### config.mk
export PLATFORM = sky130hd
export DESIGN_NAME = addcmp_unit
export DESIGN_NICKNAME = d
export VERILOG_FILES = /design/src/rtl/addcmp_pkg.sv /design/src/rtl/addcmp_ripple_add.sv /design/src/rtl/addcmp_magcmp.sv /design/src/rtl/addcmp_unit.sv
export SDC_FILE = /design/constraint.sdc
export NUM_CORES = 1
export LEC_CHECK = 0
export ABC_AREA = 1
export CAP_MARGIN = 20
export CORE_AREA = 10 10 47 49
export DETAILED_ROUTE_END_ITERATION = 12
export DIE_AREA = 0 0 57 59
export GPL_ROUTABILITY_DRIVEN = 0
export GPL_TIMING_DRIVEN = 0
export PLACE_DENSITY_LB_ADDON = 0.2
export SKIP_LAST_GASP = 1
export SLEW_MARGIN = 20
export SYNTH_ARGS = -nofsm -noshare
export SYNTH_HDL_FRONTEND = slang
export SYNTH_HIERARCHICAL = 1
export SYNTH_SLANG_ARGS = --single-unit
export TNS_END_PERCENT = 20
### constraint.sdc
create_clock -name vclk -period 1.8
set_clock_uncertainty 0.1 [all_clocks]
set_input_delay 0.45 -clock vclk [all_inputs]
set_output_delay 0.45 -clock vclk [all_outputs]
set_load 0.05 [all_outputs]
### src/rtl/addcmp_pkg.sv
package addcmp_pkg;
  localparam int unsigned REL_W = 2;
  typedef logic [REL_W-1:0] rel_code_t;
  localparam rel_code_t REL_NONE = 2'b00;
  localparam rel_code_t REL_LT   = 2'b01;
  localparam rel_code_t REL_GT   = 2'b10;
  localparam rel_code_t REL_EQ   = 2'b11;
  typedef enum logic {MODE_CMP = 1'b0, MODE_ADD = 1'b1} unit_mode_e;
endpackage

### src/rtl/addcmp_ripple_add.sv
module addcmp_ripple_add #(
  parameter int unsigned W = 2
) (
  input  logic [W-1:0] in_x,
  input  logic [W-1:0] in_y,
  output logic [W-1:0] sum_o,
  output logic         cout_o
);
  logic [W:0] chain;
  assign chain[0] = 1'b0;
  for (genvar i = 0; i < W; i++) begin : g_bit
    assign sum_o[i]   = in_x[i] ^ in_y[i] ^ chain[i];
    assign chain[i+1] = (in_x[i] & in_y[i]) | (chain[i] & (in_x[i] ^ in_y[i]));
  end
  assign cout_o = chain[W];
endmodule

### src/rtl/addcmp_magcmp.sv
module addcmp_magcmp
  import addcmp_pkg::*;
#(
  parameter int unsigned W = 2
) (
  input  logic [W-1:0] in_x,
  input  logic [W-1:0] in_y,
  input  logic         cmp_en,
  output rel_code_t    code_o
);
  // Scan from the MSB down; the first differing bit decides.
  logic [W:0] undecided;
  logic [W-1:0] x_wins, y_wins;
  assign undecided[W] = 1'b1;
  for (genvar i = W - 1; i >= 0; i--) begin : g_scan
    assign x_wins[i]    = undecided[i+1] & in_x[i] & ~in_y[i];
    assign y_wins[i]    = undecided[i+1] & ~in_x[i] & in_y[i];
    assign undecided[i] = undecided[i+1] & ~(in_x[i] ^ in_y[i]);
  end
  always_comb begin
    if (!cmp_en)            code_o = REL_NONE;
    else if (undecided[0])  code_o = REL_EQ;
    else if (|x_wins)       code_o = REL_GT;
    else                    code_o = REL_LT;
  end
endmodule

### src/rtl/addcmp_unit.sv
module addcmp_unit
  import addcmp_pkg::*;
#(
  parameter int unsigned W = 2,
  localparam int unsigned RW = W + 1
) (
  input  logic [W-1:0]  op_a,
  input  logic [W-1:0]  op_b,
  input  logic          add_mode,
  output logic [RW-1:0] result
);
  logic [W-1:0] sum_lo;
  logic         sum_c;
  rel_code_t    rel;

  addcmp_ripple_add #(.W(W)) u_add (
    .in_x(op_a), .in_y(op_b), .sum_o(sum_lo), .cout_o(sum_c)
  );

  addcmp_magcmp #(.W(W)) u_cmp (
    .in_x(op_a), .in_y(op_b), .cmp_en(1'b1), .code_o(rel)
  );

  always_comb begin
    if (unit_mode_e'(add_mode) == MODE_ADD) result = {sum_c, sum_lo};
    else                                    result = RW'(rel);
  end
endmodule

==> results of run 1 <==
==> stage by stage <==
| step | setup TNS [ns] | hold slack [ns] | power (W) |
|---|---|---|---|
| 2_1_floorplan | -0.0776 | 0.959 | 0.0000615 |
| 3_3_place_gp | -3.98 | 2.14 | 0.0000945 |
| 3_5_place_dp | -3.94 | 2.13 | 0.0000938 |
| 4_1_cts | -0.604 | 1.27 | 0.000107 |
| 5_1_grt | -0.763 | 1.30 | 0.000116 |
| 6_report | -0.590 | 1.26 | 0.000105 |
==> routing by layer <==
layer  part of all wire  up-vias
li1                   -      103
met1               0.50       72
met2               0.41        6
met3              0.085        0
met4                  0        0
met5                  0        -
==> power by group through the flow <==
stage               clock (W)  sequential [W]  combinational, W
floorplan                   0               0         0.0000615
global placement            0               0         0.0000945
detailed placement          0               0         0.0000938
CTS                         0               0          0.000107
global route                0               0          0.000116
finish                      0               0          0.000105
==> repair_timing <==
| action | in CTS | in global routing |
|---|---|---|
| gates resized for setup | 46 | 1 |
| buffers inserted | 1 | 0 |
| pin swaps | 6 | 3 |
| endpoints found under the setup margin | 3 | 3 |
==> worst min-delay path by stage <==
stage	slack, ns	start	depth (start not counted)	endpoint
final	1.26	op_b[0]	5	result[0]
after global placement	2.14	add_mode	4	result[1]
after floorplan	0.96	add_mode	2	result[1]
after detailed placement	2.13	add_mode	4	result[1]
after CTS	1.27	op_b[0]	5	result[0]
after global routing	1.30	op_b[0]	5	result[0]
==> cell usage in the layout, fill, tap and decap left out, drive strengths merged <==
master,n
buf,8
fa,1
conb,2
clkinvlp,1
clkdlybuf4s50,1
a21oi,1
nor2,2
inv,10
nand2,12
a21boi,1
ha,2
==> area by class of cell <==
type	instances	area [µm²]	area share
repair buffers	9	95.1	0.297
inverters	11	45.0	0.141
well taps	16	20.0	0.0625
multi-input cells	21	160	0.500
==> kinds of logic after synthesis <==
logic type | after synthesis
adders and majority gates | 3
other | 1
buffers and inverters | 11
AOI/OAI and AO/OA | 2
and+or+nand+nor | 14
==> tightest hold or removal path, cell delays in order <==
cell	delay (ns)
buf_8	0.07
ha_4	0.11
nand2_1	0.08
nand2_4	0.07
buf_8	0.13
==> cell usage after synthesis (all sizes together) <==
master,instances,area (µm²)
a21oi,1,5.00
nand2,12,45.0
inv,11,41.3
ha,2,25.0
fa,1,20.0
conb,1,3.75
a21boi,1,7.51
nor2,2,7.51
==> Implementation_results.wiki, run 1 <==
{| class="wikitable"
! Metric !! Value
|-
| Status || finished with violations
|-
| Failing checks || setup timing
|-
| Core region area || 0.00140 mm²
|-
| Parity-gate share of the synthesized area counting xor and xnor cells || 0
|-
| Path length in cells of the critical path || 8
|-
| Post-synthesis mux area share || 0
|-
| Combinational share of power || 1.000
|-
| Initial detailed-routing violation count || 1
|-
| Tcrit/Tclk final || 1.13
|-
| Clock network fraction of total power || 0
|-
| Sequential cell area || 0 µm²
|-
| Wire length of the first global-routing pass || 710 µm
|-
| Worst setup path end || result[1]
|-
| Area of the mapped netlist || 155 µm²
|-
| Net switching share of the total power || 0.557
|-
| Maximum cell stage delay along the critical path || 0.41 ns
|-
| Fillcell total || 169
|-
| Worst path arrival time || 1.49 ns
|-
| Via count of the first global-routing pass || 182
|-
| Critical path startpoint || op_a[0]
|-
| YS warnings || 6
|-
| Starting density of the core || 0.111
|-
| Number of vias per cell || 3.18
|-
| Overall via count from detail_route || 181
|-
| Reported net switching power || 0.0000585 W
|-
| Num ports || 8
|-
| Die Y-Extent || 59 µm
|-
| Detailed placement HPWL || 334 µm
|-
| Fraction of the yosys area taken by sequential cells || 0
|-
| Total wire length after detailed routing || 377 µm
|-
| Number of detailed-routing iterations run before antenna repair || 2
|-
| Area fraction in and, or, nand and nor cells after synthesis || 0.339
|-
| Max-cap viol count || 0
|-
| GR Util met2 || 0.0357
|-
| Count of antenna-violating nets left after detailed routing || 0
|-
| Cell chain of the critical path || buf_8 -> ha_4 -> inv_2 -> fa_1 -> inv_1 -> nand2_2 -> nand2_4 -> buf_8
|-
| Cell with the biggest individual delay on the critical path || fa_1
|-
| Number of antenna violations at the first check in global routing || 0
|-
| Highest-utilization routing layer at the global route stage || met2
|-
| Cell internal power dissipation || 0.0000465 W
|-
| Endpoint kind of the worst setup timing path || primary output
|-
| Sequential power share || 0
|-
| Cell repeated most along the worst path || buf_8
|-
| Final-layout clock buffer total || 0
|-
| Final design area excluding fillers || 320 µm²
|-
| Final hold viol count || 0
|-
| Maximum ir drop on the vdd rail || 0.119 mV
|-
| Endpoint required time on the critical path || 1.25 ns
|-
| Buffers added on ports || 8
|-
| Pwr dens || 328 mW/mm²
|-
| Kind of start point of the critical path || primary input
|-
| Antenna cell count || 0
|-
| Top Family by Delay on Critical Path || adder cells
|-
| Final setup violation count || 3
|-
| Category of the most critical setup path || in2out
|-
| Die Width || 57 µm
|-
| Compound-gate portion of the synthesized area || 0.0806
|-
| Synth Area in Adders || 0.290
|-
| Class of the worst hold path || in2out
|-
| Static leakage || 0.170 nW
|-
| Pins Over Slew Limit || 0
|-
| Core Util, Final || 0.229
|-
| Critical path fanouts, max || 2
|-
| Global-route track usage on met1 || 0.0329
|-
| Post-place setup slack || -1.36 ns
|-
| Max Clock Freq || 491 MHz
|-
| Die footprint || 0.00336 mm²
|-
| Total global routing track utilization || 0.0237
|-
| Count of buffer and inverter cells on the critical path || 4
|-
| Mean post-synth cell area || 5.00 µm²
|-
| Setup repair after global routing missed its margin || true
|-
| Layout Nets || 51
|-
| Placed standard-cell area || 293 µm²
|-
| DRC errors left || 0
|-
| Count of standard-cell rows || 14
|-
| Final worst slack || -0.238 ns
|-
| Unique masters post-synth || 9
|-
| Post-synthesis to final-layout area growth || 106%
|-
| Share of layout cells above drive strength 1 || 0.463
|-
| Largest net degree at the start of global routing || 5
|-
| CTS Hold Bufs || 0
|-
| # placed instances || 56
|-
| Met3 Track Usage GR || 0.00858
|-
| Finished Layout Cells || 57
|-
| Combinational family with the most area after synthesis || simple AND/OR/NAND/NOR gates
|-
| Overflow left after global routing || 0
|-
| Average wire per cell in the routed design || 6.61 µm
|-
| Flip-flop and latch count || 0
|-
| Final period demand of the worst path || 2.04 ns
|-
| Post-synthesis cell count || 31
|}
Note: power is estimated with default switching activity, not from simulation.
==> run 2, diff against run 1 <==
Settings changed: SKIP_LAST_GASP 1 to unset.
==> Implementation_results.wiki, run 2 (same netlist as run 1, synthesis figures left out) <==
{| class="wikitable"
! Metric !! Value
|-
| Status || finished with violations
|-
| Failing checks || setup timing
|-
| Number of vias per cell || 3.18
|-
| Worst hold slack across all endpoints || 1.26 ns
|-
| Most frequent cells in the layout || 9 x nand2_1, 6 x inv_2, 5 x buf_8
|-
| Count of antenna-violating nets left after detailed routing || 0
|-
| Total global routing track utilization || 0.0241
|-
| Pwr dens || 330 mW/mm²
|-
| Average wire per cell in the routed design || 6.56 µm
|-
| Critical path fanouts, max || 2
|-
| Static leakage || 0.171 nW
|-
| Placed standard-cell area || 293 µm²
|-
| Final design area excluding fillers || 328 µm²
|-
| Pins Over Slew Limit || 0
|-
| Die footprint || 0.00336 mm²
|-
| Endpoint required time on the critical path || 1.25 ns
|-
| Final worst slack || -0.238 ns
|-
| Tcrit/Tclk final || 1.13
|-
| Largest net degree at the start of global routing || 5
|-
| Core region area || 0.00140 mm²
|-
| Maximum ir drop on the vdd rail || 0.120 mV
|-
| Sequential cell area || 0 µm²
|-
| Hold Path Cell Cnt || 5
|-
| Share of layout cells above drive strength 1 || 0.488
|-
| Category of the most critical setup path || in2out
|-
| Kind of start point of the critical path || primary input
|-
| Buffers added on ports || 8
|-
| Most common cell after layout, fill and taps aside || nand2_1
|-
| Finished Layout Cells || 57
|-
| Post-synthesis to final-layout area growth || 111%
|-
| Num ports || 8
|-
| Max Clock Freq || 491 MHz
|-
| Wire length of the first global-routing pass || 724 µm
|-
| Layout Nets || 51
|-
| DRC errors left || 0
|-
| Final period demand of the worst path || 2.04 ns
|-
| Max-cap viol count || 0
|-
| Number of detailed-routing iterations run before antenna repair || 2
|-
| Die Y-Extent || 59 µm
|-
| Flip-flop and latch count || 0
|-
| # placed instances || 56
|-
| Detailed placement HPWL || 334 µm
|-
| Count of standard-cell rows || 14
|-
| Number of antenna violations at the first check in global routing || 0
|-
| Overflow left after global routing || 0
|-
| Endpoint kind of the worst setup timing path || primary output
|-
| Overall via count from detail_route || 181
|-
| Class of the worst hold path || in2out
|-
| Final-layout clock buffer total || 0
|-
| Antenna cell count || 0
|-
| Via count of the first global-routing pass || 187
|-
| Final setup violation count || 3
|-
| Initial detailed-routing violation count || 1
|-
| Die Width || 57 µm
|-
| Worst path arrival time || 1.49 ns
|-
| Starting density of the core || 0.111
|-
| Total wire length after detailed routing || 374 µm
|-
| Setup repair after global routing missed its margin || true
|-
| Final hold viol count || 0
|}
-- run 2: power by group --
part           switching [W]  internal, W  total, W
registers                  0            0         0
logic              0.0000594    0.0000489  0.000108
clock network              0            0         0
-- run 2: repair_timing --
action / in CTS / in global routing
hold buffers: 0 / 0
setup buffers: 1 / 0
endpoints found under the setup margin: 3 / 3
cloned: 0 / 0
gates resized for setup: 49 / 1
pin swaps: 6 / 3
-- run 2: worst paths after layout --
kind	start	end	slack (ns)
max	op_a[0]	result[1]	-0.24
min	op_b[0]	result[0]	1.26
-- run 2: critical path, cell delays in order --
cell and delay [ns]:
buf_8 0.10, ha_4 0.14, inv_2 0.05, fa_1 0.41, inv_1 0.08, nand2_2 0.06
nand2_4 0.06, buf_8 0.14
-- run 2: per-stage QoR --
step | util | power, W | setup slack [ns] | setup TNS (ns)
6_report | 0.234 | 0.000108 | -0.238 | -0.550
5_1_grt | 0.234 | 0.000119 | -0.289 | -0.723
4_1_cts | 0.231 | 0.000110 | -0.252 | -0.566
3_5_place_dp | 0.209 | 0.0000938 | -1.36 | -3.94
3_3_place_gp | 0.209 | 0.0000945 | -1.37 | -3.98
2_1_floorplan | - | 0.0000615 | -0.0436 | -0.0776
-- run 2: final cells by class --
class                           count  area (µm²)
Timing Repair Buffer                9         103
Inverter                           11        45.0
Fill cell                         168        1070
Multi-Input combinational cell     21         160
Tap cell                           16        20.0
-- run 2: per-layer routing --
metal	vias up	part of all wire	track usage
met5	-	0	0
met4	0	0	0
met3	0	0.086	0.00858
met2	6	0.42	0.0357
met1	72	0.49	0.0341
li1	103	-	-
